File: src/rtl/mbm_pkg.sv
package mbm_pkg;

  typedef enum logic [1:0] {
    OP_NONE  = 2'b00,
    OP_RESET = 2'b01,
    OP_WRITE = 2'b10,
    OP_READ  = 2'b11
  } mbm_op_e;

  typedef enum logic [3:0] {
    ST_IDLE, ST_RST_LO, ST_RST_HI,
    ST_ADDR, ST_ALE, ST_ALE_OFF,
    ST_WDAT, ST_WR, ST_WR_OFF,
    ST_TURN, ST_RD, ST_RD_OFF,
    ST_END
  } mbm_state_e;

  typedef struct packed {
    logic cs_n;
    logic ale;
    logic wr_n;
    logic rd_n;
    logic rst_n;
    logic oe;
    logic sel_data;
  } pin_t;

  // states whose length is set by the hold timer
  function automatic logic is_hold(mbm_state_e s);
    return (s == ST_RST_LO) || (s == ST_ALE) || (s == ST_WR) || (s == ST_RD);
  endfunction

  function automatic mbm_state_e first_state(mbm_op_e op);
    return (op == OP_RESET) ? ST_RST_LO : ST_ADDR;
  endfunction

  function automatic mbm_state_e next_state(mbm_state_e s, mbm_op_e op);
    mbm_state_e n;
    case (s)
      ST_RST_LO:  n = ST_RST_HI;
      ST_RST_HI:  n = ST_END;
      ST_ADDR:    n = ST_ALE;
      ST_ALE:     n = ST_ALE_OFF;
      ST_ALE_OFF: n = (op == OP_READ) ? ST_TURN : ST_WDAT;
      ST_WDAT:    n = ST_WR;
      ST_WR:      n = ST_WR_OFF;
      ST_WR_OFF:  n = ST_END;
      ST_TURN:    n = ST_RD;
      ST_RD:      n = ST_RD_OFF;
      ST_RD_OFF:  n = ST_END;
      default:    n = ST_IDLE;
    endcase
    return n;
  endfunction

  // pin levels for each state
  function automatic pin_t pins_of(mbm_state_e s);
    pin_t p;
    p = '{cs_n: 1'b1, ale: 1'b0, wr_n: 1'b1, rd_n: 1'b1, rst_n: 1'b1, oe: 1'b0, sel_data: 1'b0};
    if (s != ST_IDLE && s != ST_END) p.cs_n = 1'b0;
    case (s)
      ST_RST_LO:               p.rst_n = 1'b0;
      ST_ADDR, ST_ALE_OFF:     p.oe    = 1'b1;
      ST_ALE:    begin p.oe = 1'b1; p.ale = 1'b1; end
      ST_WDAT, ST_WR_OFF: begin p.oe = 1'b1; p.sel_data = 1'b1; end
      ST_WR:     begin p.oe = 1'b1; p.sel_data = 1'b1; p.wr_n = 1'b0; end
      ST_RD:                   p.rd_n  = 1'b0;
      default: ;
    endcase
    return p;
  endfunction

endpackage

File: src/rtl/mbm_hold_timer.sv
module mbm_hold_timer #(
  parameter int HOLD_CYC = 3
) (
  input  logic clk,
  input  logic rst_n,
  input  logic load,
  output logic expired
);
  localparam int CW = (HOLD_CYC > 1) ? $clog2(HOLD_CYC) : 1;
  localparam logic [CW-1:0] RELOAD = CW'(HOLD_CYC - 1);

  logic [CW-1:0] cnt;

  always_ff @(posedge clk or negedge rst_n) begin
    if (!rst_n)            cnt <= '0;
    else if (load)         cnt <= RELOAD;
    else if (cnt != '0)    cnt <= cnt - 1'b1;
  end

  assign expired = (cnt == '0);
endmodule

File: src/rtl/mbm_seq.sv
module mbm_seq
  import mbm_pkg::*;
(
  input  logic       clk,
  input  logic       rst_n,
  input  logic       cmd_valid,
  input  logic [1:0] cmd_op,
  input  logic       hold_done,
  output mbm_state_e state,
  output logic       advance,
  output logic       accept,
  output logic       sample,
  output logic       finish
);
  mbm_state_e nxt;
  mbm_op_e    op_q;
  mbm_op_e    op_in;

  assign op_in = mbm_op_e'(cmd_op);

  always_comb begin
    nxt     = state;
    advance = 1'b0;
    accept  = 1'b0;
    if (state == ST_IDLE) begin
      if (cmd_valid && op_in != OP_NONE) begin
        nxt     = first_state(op_in);
        advance = 1'b1;
        accept  = 1'b1;
      end
    end else if (!is_hold(state) || hold_done) begin
      nxt     = next_state(state, op_q);
      advance = 1'b1;
    end
  end

  always_ff @(posedge clk or negedge rst_n) begin
    if (!rst_n) begin
      state <= ST_IDLE;
      op_q  <= OP_NONE;
    end else begin
      state <= nxt;
      if (accept) op_q <= op_in;
    end
  end

  assign sample = (state == ST_RD) && hold_done;
  assign finish = (state == ST_END);
endmodule

File: src/rtl/mbm_lane.sv
module mbm_lane #(
  parameter int DW = 8
) (
  input  logic          clk,
  input  logic          rst_n,
  input  logic          accept,
  input  logic [DW-1:0] addr_in,
  input  logic [DW-1:0] wdata_in,
  input  logic          drive,
  input  logic          sel_data,
  input  logic          sample,
  input  logic [DW-1:0] bus_in,
  output logic [DW-1:0] bus_out,
  output logic [DW-1:0] rd_data
);
  logic [DW-1:0] addr_q, data_q, cap_q;

  always_ff @(posedge clk or negedge rst_n) begin
    if (!rst_n) begin
      addr_q <= '0;
      data_q <= '0;
      cap_q  <= '0;
    end else begin
      if (accept) begin
        addr_q <= addr_in;
        data_q <= wdata_in;
      end
      if (sample) cap_q <= bus_in;
    end
  end

  // line i carries bit i of whichever byte is selected
  assign bus_out = !drive ? '0 : (sel_data ? data_q : addr_q);
  assign rd_data = cap_q;
endmodule

File: src/rtl/mux_bus_master.sv
module mux_bus_master
  import mbm_pkg::*;
#(
  parameter int DW       = 8,
  parameter int HOLD_CYC = 3
) (
  input  logic          clk,
  input  logic          rst_n,
  input  logic          cmd_valid,
  input  logic [1:0]    cmd_op,
  input  logic [DW-1:0] cmd_addr,
  input  logic [DW-1:0] cmd_wdata,
  output logic          busy,
  output logic          done,
  output logic [DW-1:0] rd_data,
  output logic          phy_cs_n,
  output logic          phy_ale,
  output logic          phy_wr_n,
  output logic          phy_rd_n,
  output logic          phy_rst_n,
  output logic [DW-1:0] bus_out,
  output logic          bus_oe,
  input  logic [DW-1:0] bus_in
);
  mbm_state_e state;
  logic       hold_done;
  logic       evt_advance;
  logic       evt_accept;
  logic       evt_sample;
  logic       evt_finish;
  pin_t       pins;

  mbm_seq u_seq (
    .clk       (clk),
    .rst_n     (rst_n),
    .cmd_valid (cmd_valid),
    .cmd_op    (cmd_op),
    .hold_done (hold_done),
    .state     (state),
    .advance   (evt_advance),
    .accept    (evt_accept),
    .sample    (evt_sample),
    .finish    (evt_finish)
  );

  mbm_hold_timer #(.HOLD_CYC(HOLD_CYC)) u_tmr (
    .clk     (clk),
    .rst_n   (rst_n),
    .load    (evt_advance),
    .expired (hold_done)
  );

  assign pins = pins_of(state);

  mbm_lane #(.DW(DW)) u_lane (
    .clk      (clk),
    .rst_n    (rst_n),
    .accept   (evt_accept),
    .addr_in  (cmd_addr),
    .wdata_in (cmd_wdata),
    .drive    (pins.oe),
    .sel_data (pins.sel_data),
    .sample   (evt_sample),
    .bus_in   (bus_in),
    .bus_out  (bus_out),
    .rd_data  (rd_data)
  );

  assign phy_cs_n  = pins.cs_n;
  assign phy_ale   = pins.ale;
  assign phy_wr_n  = pins.wr_n;
  assign phy_rd_n  = pins.rd_n;
  assign phy_rst_n = pins.rst_n;
  assign bus_oe    = pins.oe;
  assign busy      = (state != ST_IDLE);
  assign done      = evt_finish;
endmodule

File: config.mk
export PLATFORM = sky130hd
export DESIGN_NAME = mux_bus_master
export DESIGN_NICKNAME = d
export VERILOG_FILES = /design/src/rtl/mbm_pkg.sv /design/src/rtl/mbm_hold_timer.sv /design/src/rtl/mbm_seq.sv /design/src/rtl/mbm_lane.sv /design/src/rtl/mux_bus_master.sv
export SDC_FILE = /design/constraint.sdc
export NUM_CORES = 1
export LEC_CHECK = 0
export CORE_ASPECT_RATIO = 0.5
export CORE_MARGIN = 1
export CORE_UTILIZATION = 33
export DETAILED_ROUTE_END_ITERATION = 7
export DONT_BUFFER_PORTS = 1
export PLACE_DENSITY = 0.51
export SKIP_CTS_REPAIR_TIMING = 1
export SLEW_MARGIN = 20
export SYNTH_ARGS = -nofsm -noshare
export SYNTH_HDL_FRONTEND = slang
export SYNTH_SLANG_ARGS = --single-unit
File: constraint.sdc
create_clock -name clk -period 2.2 [get_ports clk]
set_input_delay 0.11 -clock clk [delete_from_list [all_inputs] [get_ports clk]]
set_output_delay 0.11 -clock clk [all_outputs]
set_load 0.01 [all_outputs]
==> summary.md, run 1 <==
| Metric | Value |
|---|---|
| Status | finished with violations |
| Failing checks | negative hold slack |
| Global route overflow | 0 |
| CTS buffer count | 5 |
| Yosys cell types | 37 |
| Worst skew pair latency | 280 ps |
| Largest net degree at the start of global routing | 33 |
| Post-synth top cells | dfrtp_1 (32), mux2_2 (18), a22o_1 (9), a22oi_1 (9), mux2_4 (9) |
| Post-Syn Nets | 184 |
| CP startpoint kind | register |
| RSZ-0062 raised after global routing | no |
| Hold WS | -24.2 ps |
| CTS tree | done |
| Clk slew on worst S/H paths | 70 ps |
| Vias in the first global route | 1,157 |
| # diodes | 0 |
| CP Cell Sequence | nor2b_1 > buf_4 > a22oi_1 > o2bb2ai_1 |
| Routed WL | 4340 µm |
| CP Data Arrival Time | 1910 ps |
| Achievable clock frequency | 496 MHz |
| Drt drc | 0 |
| I/O Buffers | 0 |
| Fin crit share | 0.917 |
| Initial core utilization | 0.354 |
| Pre-Repair DR Iteration Count | 4 |
| Setup TNS | 0 ps |
| Ys flop type | dfrtp_1 |
| Top cell type's share of synthesized area | 0.447 |
| Htree depth | 2 |
| GRT Total Usage | 0.154 |
| First-pass GRT wire length | 6390 µm |
| Clock period minus worst slack | 2020 ps |
| Most common cell in the netlist | dfrtp_1 |
| Min-delay worst type | primary input to register |
| Worst r2r src | u_seq.state[2] |
| Final hold vios | 2 |
| Peak VDD IR | 0.000499 V |
| Synth Cell Area | 0.00179 mm² |
| Initial antenna violation count | 0 |
| Pleak | 1.03 nW |
| Die footprint | 0.00575 mm² |
| Gate Count Post-Synth | 154 |
| # nets final | 219 |
| Crit end category | output port |
| Post-synthesis sequential area ratio | 0.447 |
| Post-DP HPWL | 2960 µm |
| Hold path start | cmd_op[1] |
| GPL Wtd Cong | 0.753 |
| Slowest CP cell | dfrtp_1 |
| Worst-Margin Slew | 484 ps |
| Wire per inst | 16.7 µm |
| Core outline area | 0.00507 mm² |
| Slew Limit Fails | 0 |
| Ports | 53 |
| ANT nets after route | 0 |
| Number of synthesized flops with an enable pin | 0 |
| Max clock buf depth | 2 |
| Async SR Flop Fraction | 1.00 |
| CP max FO | 11 |
| Clk root buf | clkbuf_8 |
| Worst rel slew slack | 0.675 |
| Worst path required time | 2090 ps |
| Top post-synthesis cells by area | dfrtp_1 (45%), mux2_2 (11%), mux2_4 (7.5%), a22o_1 (4.4%), o2bb2ai_1 (3.9%) |
| Avg Cell Area, Syn | 11.6 µm² |
| Die width | 106 µm |
| Chip height | 54.1 µm |
| Final Skew | 2.51 ps |
| # rows | 18 |
| Layout cells sized above 1 | 0.274 |
| Max-cap violations | 0 |
| Yosys top cell by area | dfrtp_1 |
| Via/cell ratio | 5.18 |
| Critical path class | register to output port |
| Area Overhead vs Synth | 29.1% |
| Synth Register Bits | 32 |
| Total number of vias | 1,346 |
| Yosys warns | 0 |
| Iter 0 DRT Violations | 61 |
| Clock Sinks | 32 |
| Critical path origin | u_seq.state[2] |
| CP max stage delay | 560 ps |
| Final setup viols | 0 |
| P per Cell Area | 1490 mW/mm² |
==> worst max-delay path: cells and delay by family, from the launching register on <==
kind	cells	cell delay (ps)
DFF	1	560
and+or+nand+nor	1	460
AOI/OAI and AO/OA	2	380
buffers and inverters	1	230
==> cell usage in the layout, fill, tap and decap left out, types with 4 or more instances in the layout <==
cell type / netlist / routed
mux2_4: 9 / 9
dlygate4sd3_1: 0 / 26
o2bb2ai_1: 8 / 8
o21ai_0: 4 / 4
mux2_2: 18 / 18
nand2_1: 7 / 7
nor2_1: 7 / 7
dfrtp_1: 32 / 32
buf_4: 1 / 10
inv_1: 7 / 7
a22oi_1: 9 / 9
nand3_1: 4 / 4
a22o_1: 9 / 9
clkbuf_8: 0 / 5
==> cell type report <==
type	instances	area, µm²
clock buffer	5	68.8
timing repair buffer	38	375
tap	70	87.6
fill	483	2760
clock inverter	3	42.5
sequential	32	801
multi-input combinational	105	911
inverter	7	26.3
==> metrics by stage <==
| stage | power [W] | cell area, µm² | std cells | utilization | worst slack [ps] |
|---|---|---|---|---|---|
| after global routing | 0.00369 | 2310 | 260 | 0.456 | 43.5 |
| after floorplan | 0.00245 | 1790 | 154 | - | 591 |
| after CTS | 0.00342 | 2030 | 233 | 0.401 | 185 |
| after global placement | 0.00281 | 1920 | 225 | 0.379 | 448 |
| after detailed placement | 0.00284 | 1920 | 225 | 0.379 | 419 |
| final | 0.00344 | 2310 | 260 | 0.456 | 183 |
==> path summary, 6_finish.rpt <==
| path | depth (start not counted) | end | slack, ps |
|---|---|---|---|
| setup / recovery | 4 | bus_out[3] | 180 |
| hold / removal | 2 | u_seq.op_q[1] | -20 |
| setup reg to reg | 4 | u_seq.state[1] | 410 |
| hold reg to reg | 2 | u_seq.op_q[1] | 480 |
| max in group asynchronous | 2 | u_tmr.cnt[1] | 1750 |
| min in group asynchronous | 2 | u_lane.addr_q[4] | 280 |
==> logic make-up after synthesis <==
kind of cell / after synthesis / share of synthesized area
flip-flops: 32 / 0.447
adder cells (fa/ha/maj): 1 / 0.00698
buffers and inverters: 17 / 0.0447
multiplexers: 27 / 0.189
XOR/XNOR: 2 / 0.00978
AND/OR/NAND/NOR: 32 / 0.104
AO/OA/AOI/OAI: 43 / 0.199
==> flip-flops by register name, summed over array words and instances (netlist names) <==
name,flops
u_tmr.cnt,2
u_lane.data_q,8
u_lane.addr_q,8
u_seq.op_q,2
u_lane.rd_data,8
u_seq.state,4
==> per-layer routing <==
metal,routed length [µm],vias up,global-route usage
met5,0,-,0
met4,48,0,0.0556
met3,265,5,0.0678
met2,2030,40,0.233
met1,2000,660,0.198
li1,-,641,-
==> power by group <==
part,leakage (nW),switching (W),internal (W),total [W]
combinational,0.594,0.000848,0.000856,0.00170
sequential,0.383,0.000287,0.000890,0.00118
clock,0.0541,0.000229,0.000335,0.000564
total,1.03,0.00136,0.00208,0.00344
No activity file was read; power rests on OpenSTA's default activity.
==> run 2: changes to the inputs <==
--- a/config.mk
+++ b/config.mk
@@ -5,12 +5,14 @@
 export SDC_FILE = /design/constraint.sdc
 export NUM_CORES = 1
 export LEC_CHECK = 0
+export CELL_PAD_IN_SITES_DETAIL_PLACEMENT = 0
+export CELL_PAD_IN_SITES_GLOBAL_PLACEMENT = 1
 export CORE_ASPECT_RATIO = 0.5
 export CORE_MARGIN = 1
 export CORE_UTILIZATION = 33
 export DETAILED_ROUTE_END_ITERATION = 7
 export DONT_BUFFER_PORTS = 1
-export PLACE_DENSITY = 0.51
+export PLACE_DENSITY = 0.61
 export SKIP_CTS_REPAIR_TIMING = 1
 export SLEW_MARGIN = 20
 export SYNTH_ARGS = -nofsm -noshare
==> summary.md, run 2 (synthesized netlist as in run 1, its figures left out) <==
| Metric | Value |
|---|---|
| Status | finished with violations |
| Failing checks | negative hold slack |
| Peak VDD IR | 0.000453 V (-9.1%) |
| Initial antenna violation count | 0 (unchanged) |
| Global route overflow | 0 (unchanged) |
| Core outline area | 0.00507 mm² (unchanged) |
| Worst path required time | 2090 ps (about the same) |
| # diodes | 0 (unchanged) |
| CP max stage delay | 510 ps (-50 ps) |
| Worst-Margin Slew | 524 ps (+39.9 ps) |
| Filler Cell Count | 471 (-2.5%) |
| Worst rel slew slack | 0.647 (-0.0283) |
| Routed WL | 4260 µm (-1.8%) |
| P per Cell Area | 1490 mW/mm² (-0.19%) |
| Slew Limit Fails | 0 (unchanged) |
| Iter 0 DRT Violations | 45 (-26%) |
| Slowest CP cell | dfrtp_1 |
| Vias in the first global route | 1,239 (+7.1%) |
| Min-delay worst type | primary input to register |
| Via/cell ratio | 5.23 (+0.97%) |
| Die footprint | 0.00575 mm² (unchanged) |
| First-pass GRT wire length | 6330 µm (-0.97%) |
| Final setup viols | 0 (unchanged) |
| # nets final | 219 (unchanged) |
| Achievable clock frequency | 505 MHz (+1.9%) |
| Hold WS | -16.3 ps (+7.89 ps) |
| GPL Wtd Cong | 0.757 (+0.53%) |
| Final Skew | 4.71 ps (+2.20 ps) |
| CP Data Arrival Time | 1870 ps (-40 ps) |
| Final std cells w/o fill | 260 (unchanged) |
| Final hold vios | 1 (-1) |
| Ports | 53 (unchanged) |
| Worst skew pair latency | 290 ps (about the same) |
| Buf/Inv on CP | 2 (+1) |
| Critical path class | register to output port |
| CTS buffer count | 5 (unchanged) |
| Final Cell Area | 0.00231 mm² (-0.22%) |
| Pre-Repair DR Iteration Count | 4 (unchanged) |
| Layout cells sized above 1 | 0.268 (-0.00526) |
| GRT Total Usage | 0.150 (-0.00388) |
| Largest net degree at the start of global routing | 33 (unchanged) |
| Setup TNS | 0 ps (unchanged) |
| # rows | 18 (unchanged) |
| Max clock buf depth | 2 (unchanged) |
| CTS tree | done |
| Chip height | 54.1 µm (unchanged) |
| Max-cap violations | 0 (unchanged) |
| Area post-placement | 0.00189 mm² (-1.4%) |
| ANT nets after route | 0 (unchanged) |
| Total number of vias | 1,359 (+0.97%) |
| Area Overhead vs Synth | 28.8% |
| CP Cell Sequence | buf_4 > nor2_2 > nand2_1 > nor2_1 > buf_4 > o2bb2ai_1 |
| Clock Sinks | 32 (unchanged) |
| Drt drc | 0 (unchanged) |
| Clk slew on worst S/H paths | 70 ps (about the same) |
| RSZ-0062 raised after global routing | no |
| CP startpoint kind | register |
| Most common cell after layout, fill and taps aside | dfrtp_1 |
| Clock period minus worst slack | 1980 ps (-37.9 ps) |
| Crit end category | output port |
| Most frequent cells in the layout | dfrtp_1 (32), dlygate4sd3_1 (28), mux2_2 (18) |
| Wire per inst | 16.4 µm (-1.8%) |
| Initial core utilization | 0.354 (unchanged) |
| Clk root buf | clkbuf_8 |
| Inst Count DP | 223 (-0.89%) |
| Most common cell on crit path | buf_4 |
| Fin crit share | 0.900 (-0.0172) |
| Die width | 106 µm (unchanged) |
| Post-DP HPWL | 2850 µm (-3.8%) |
| CP max FO | 18 (+7) |
| Pleak | 1.02 nW (-1.1%) |
| Htree depth | 2 (unchanged) |
| I/O Buffers | 0 (unchanged) |
| CP top delay family | flip-flops |
-- run 2: cell types whose count changed in the layout (fill, tap and decap cells not counted) --
cell | before | now
nor2_1 | 7 | 6
buf_12 | 2 | 1
nor2_2 | 0 | 1
buf_4 | 10 | 9
dlygate4sd3_1 | 26 | 28
-- run 2: routing by layer --
metal | global-route usage | part of all wire | vias to the layer above
met5 | 0 | 0 | -
met4 | 0.0671 | 0.014 | 0
met3 | 0.0496 | 0.045 | 8
met2 | 0.224 | 0.47 | 33
met1 | 0.201 | 0.47 | 678
li1 | - | - | 640
-- run 2: power breakdown --
group          internal, W  switching [W]  leakage, nW
logic             0.000830       0.000778        0.583
clock network     0.000335       0.000235       0.0541
registers         0.000888       0.000363        0.383
-- run 2: per-stage QoR --
| step | util | total power [W] | worst slack, ps | hold WS (ps) |
|---|---|---|---|---|
| after floorplan | - | 0.00245 | 591 | -186 |
| after global placement | 0.374 | 0.00277 | 352 | -185 |
| after detailed placement | 0.374 | 0.00280 | 364 | -185 |
| after CTS | 0.396 | 0.00337 | 164 | -497 |
| after global routing | 0.455 | 0.00368 | 72.4 | -1.96 |
| final | 0.455 | 0.00343 | 221 | -16.3 |
-- run 2: worst reg2reg max path, cell delays in order, from the launching register on --
cell,delay [ps]
dfrtp_1,560
nor4_4,460
nand3_1,160
dlygate4sd3_1,590
nand2_1,60
-- run 2: path summary, 6_finish.rpt --
kind                                endpoint            from  cells past startpoint  slack (ps)
max                               bus_out[3]  u_seq.state[1]                      6         220
min                            u_seq.op_q[1]       cmd_valid                      2         -20
max reg2reg                    u_seq.op_q[0]  u_seq.state[0]                      4         320
min reg2reg                    u_seq.op_q[0]   u_seq.op_q[0]                      2         470
max in group asynchronous   u_lane.data_q[6]           rst_n                      2        1770
min in group asynchronous  u_lane.rd_data[4]           rst_n                      2         260
-- run 2: cell type report --
class	count	area (µm²)	area share
sequential	32	801	0.347
timing repair buffer	38	368	0.159
clock inverter	3	42.5	0.0184
inverter	7	26.3	0.0114
clock buffer	5	68.8	0.0298
tap	70	87.6	0.0380
multi-input combinational	105	913	0.396
==> run 3: changes to the inputs <==
--- a/config.mk
+++ b/config.mk
@@ -12,7 +12,7 @@
 export CORE_UTILIZATION = 33
 export DETAILED_ROUTE_END_ITERATION = 7
 export DONT_BUFFER_PORTS = 1
-export PLACE_DENSITY = 0.61
+export PLACE_DENSITY_LB_ADDON = 0.12
 export SKIP_CTS_REPAIR_TIMING = 1
 export SLEW_MARGIN = 20
 export SYNTH_ARGS = -nofsm -noshare
==> summary.md, run 3 (synthesized netlist as in run 1, its figures left out) <==
| Metric | Value |
|---|---|
| Status | finished with violations |
| Failing checks | negative hold slack |
| Routed WL | 4140 µm (-2.8%) |
| Inst Count DP | 225 (+0.90%) |
| Peak VDD IR | 0.000531 V (+17%) |
| Drt drc | 0 (unchanged) |
| GPL Wtd Cong | 0.729 (-3.8%) |
| Slew Limit Fails | 0 (unchanged) |
| Clock Sinks | 32 (unchanged) |
| # diodes | 0 (unchanged) |
| Layout cells sized above 1 | 0.275 (+0.00671) |
| RSZ-0062 raised after global routing | no |
| Vias in the first global route | 1,202 (-3.0%) |
| CP Data Arrival Time | 1910 ps (+40 ps) |
| Clk slew on worst S/H paths | 70 ps (about the same) |
| Post-DP HPWL | 2870 µm (+0.92%) |
| Critical path class | register to output port |
| Die width | 106 µm (unchanged) |
| Worst-Margin Slew | 423 ps (-101 ps) |
| Most common cell after layout, fill and taps aside | dfrtp_1 |
| First-pass GRT wire length | 6350 µm (+0.43%) |
| # rows | 18 (unchanged) |
| P per Cell Area | 1490 mW/mm² (+0.31%) |
| Max-cap violations | 0 (unchanged) |
| Crit end category | output port |
| Final setup viols | 0 (unchanged) |
| Pleak | 1.02 nW (+0.14%) |
| Final std cells w/o fill | 259 (-0.38%) |
| Worst skew pair latency | 270 ps (-20 ps) |
| Final hold vios | 2 (+1) |
| Htree depth | 2 (unchanged) |
| GRT Total Usage | 0.150 (-0.000876) |
| CP max FO | 11 (-7) |
| Min-delay worst type | primary input to register |
| Iter 0 DRT Violations | 38 (-16%) |
| Global route overflow | 0 (unchanged) |
| Final Skew | 2.96 ps (-1.75 ps) |
| Area Overhead vs Synth | 27.7% |
| Initial antenna violation count | 0 (unchanged) |
| Initial core utilization | 0.354 (unchanged) |
| CP startpoint kind | register |
| Achievable clock frequency | 494 MHz (-2.3%) |
| CTS tree | done |
| Util after Layout | 0.452 (-0.00370) |
| I/O Buffers | 0 (unchanged) |
| Wire per inst | 16.0 µm (-2.5%) |
| Hold WS | -9.65 ps (+6.62 ps) |
| Worst path required time | 2090 ps (about the same) |
| Most frequent cells in the layout | dfrtp_1 (32), dlygate4sd3_1 (25), mux2_2 (18) |
| Via/cell ratio | 5.05 (-3.5%) |
| # nets final | 218 (-0.46%) |
| Pre-Repair DR Iteration Count | 4 (unchanged) |
| ANT nets after route | 0 (unchanged) |
| CTS buffer count | 5 (unchanged) |
| Total number of vias | 1,307 (-3.8%) |
| Setup TNS | 0 ps (unchanged) |
| Fin crit share | 0.920 (+0.0207) |
| Tot Pwr | 0.00341 W (-0.50%) |
| Core outline area | 0.00507 mm² (unchanged) |
| Largest net degree at the start of global routing | 33 (unchanged) |
| Clock period minus worst slack | 2020 ps (+45.6 ps) |
| Die footprint | 0.00575 mm² (unchanged) |
| Clk root buf | clkbuf_8 |
| Worst rel slew slack | 0.718 (+0.0708) |
| Chip height | 54.1 µm (unchanged) |
| Max clock buf depth | 2 (unchanged) |
| Ports | 53 (unchanged) |
==> run 3: changes by cell type in the layout (fill, tap and decap cells not counted), sizes merged <==
| cell | before | now |
|---|---|---|
| buf | 10 | 12 |
| clkinvlp | 1 | 0 |
| clkbuf | 5 | 6 |
| dlygate4sd3 | 28 | 25 |
==> run 3: worst max-delay path, stage by stage, from the launching register on <==
cell	delay, ps
dfrtp_1	600
buf_4	260
nand2_1	110
nor2_1	270
buf_4	210
o2bb2ai_1	200
==> run 3: worst paths after layout <==
check	startpoint	endpoint	slack [ps]	depth (start not counted)
max	u_seq.state[3]	bus_out[5]	180	5
min	cmd_op[1]	u_seq.op_q[1]	-10	2
max reg2reg	u_seq.state[3]	u_seq.state[1]	330	4
min reg2reg	u_seq.op_q[1]	u_seq.op_q[1]	480	2
max in group asynchronous	rst_n	u_seq.state[1]	1750	2
min in group asynchronous	rst_n	u_lane.rd_data[0]	270	2
==> run 3: layout make-up <==
| type | instances | area [µm²] |
|---|---|---|
| clock buffers | 6 | 72.6 |
| clock inverters | 2 | 35.0 |
| fillers | 484 | 2780 |
| inverters | 7 | 26.3 |
| multi-input cells | 105 | 913 |
| flip-flops and latches | 32 | 801 |
| well taps | 70 | 87.6 |
| repair buffers | 37 | 353 |
==> run 3: through the flow <==
stage	instance area, µm²	setup slack [ps]	hold slack, ps
5_1_grt	2290	45.9	14.0
3_5_place_dp	1910	349	-185
4_1_cts	2020	145	-489
2_1_floorplan	1790	591	-186
3_3_place_gp	1910	342	-185
6_report	2290	175	-9.65
==> run 3: power by group <==
part | leakage [nW] | total, W | internal (W) | switching [W]
clock network | 0.0552 | 0.000556 | 0.000336 | 0.000220
registers | 0.383 | 0.00122 | 0.000889 | 0.000335
logic | 0.584 | 0.00163 | 0.000848 | 0.000784
total | 1.02 | 0.00341 | 0.00207 | 0.00134
==> run 3: per-layer routing <==
layer	vias up	global-route usage	share of wire
li1	637	-	-
met1	642	0.201	0.50
met2	26	0.225	0.45
met3	2	0.0605	0.049
met4	0	0.0347	0.0034
met5	-	0	0
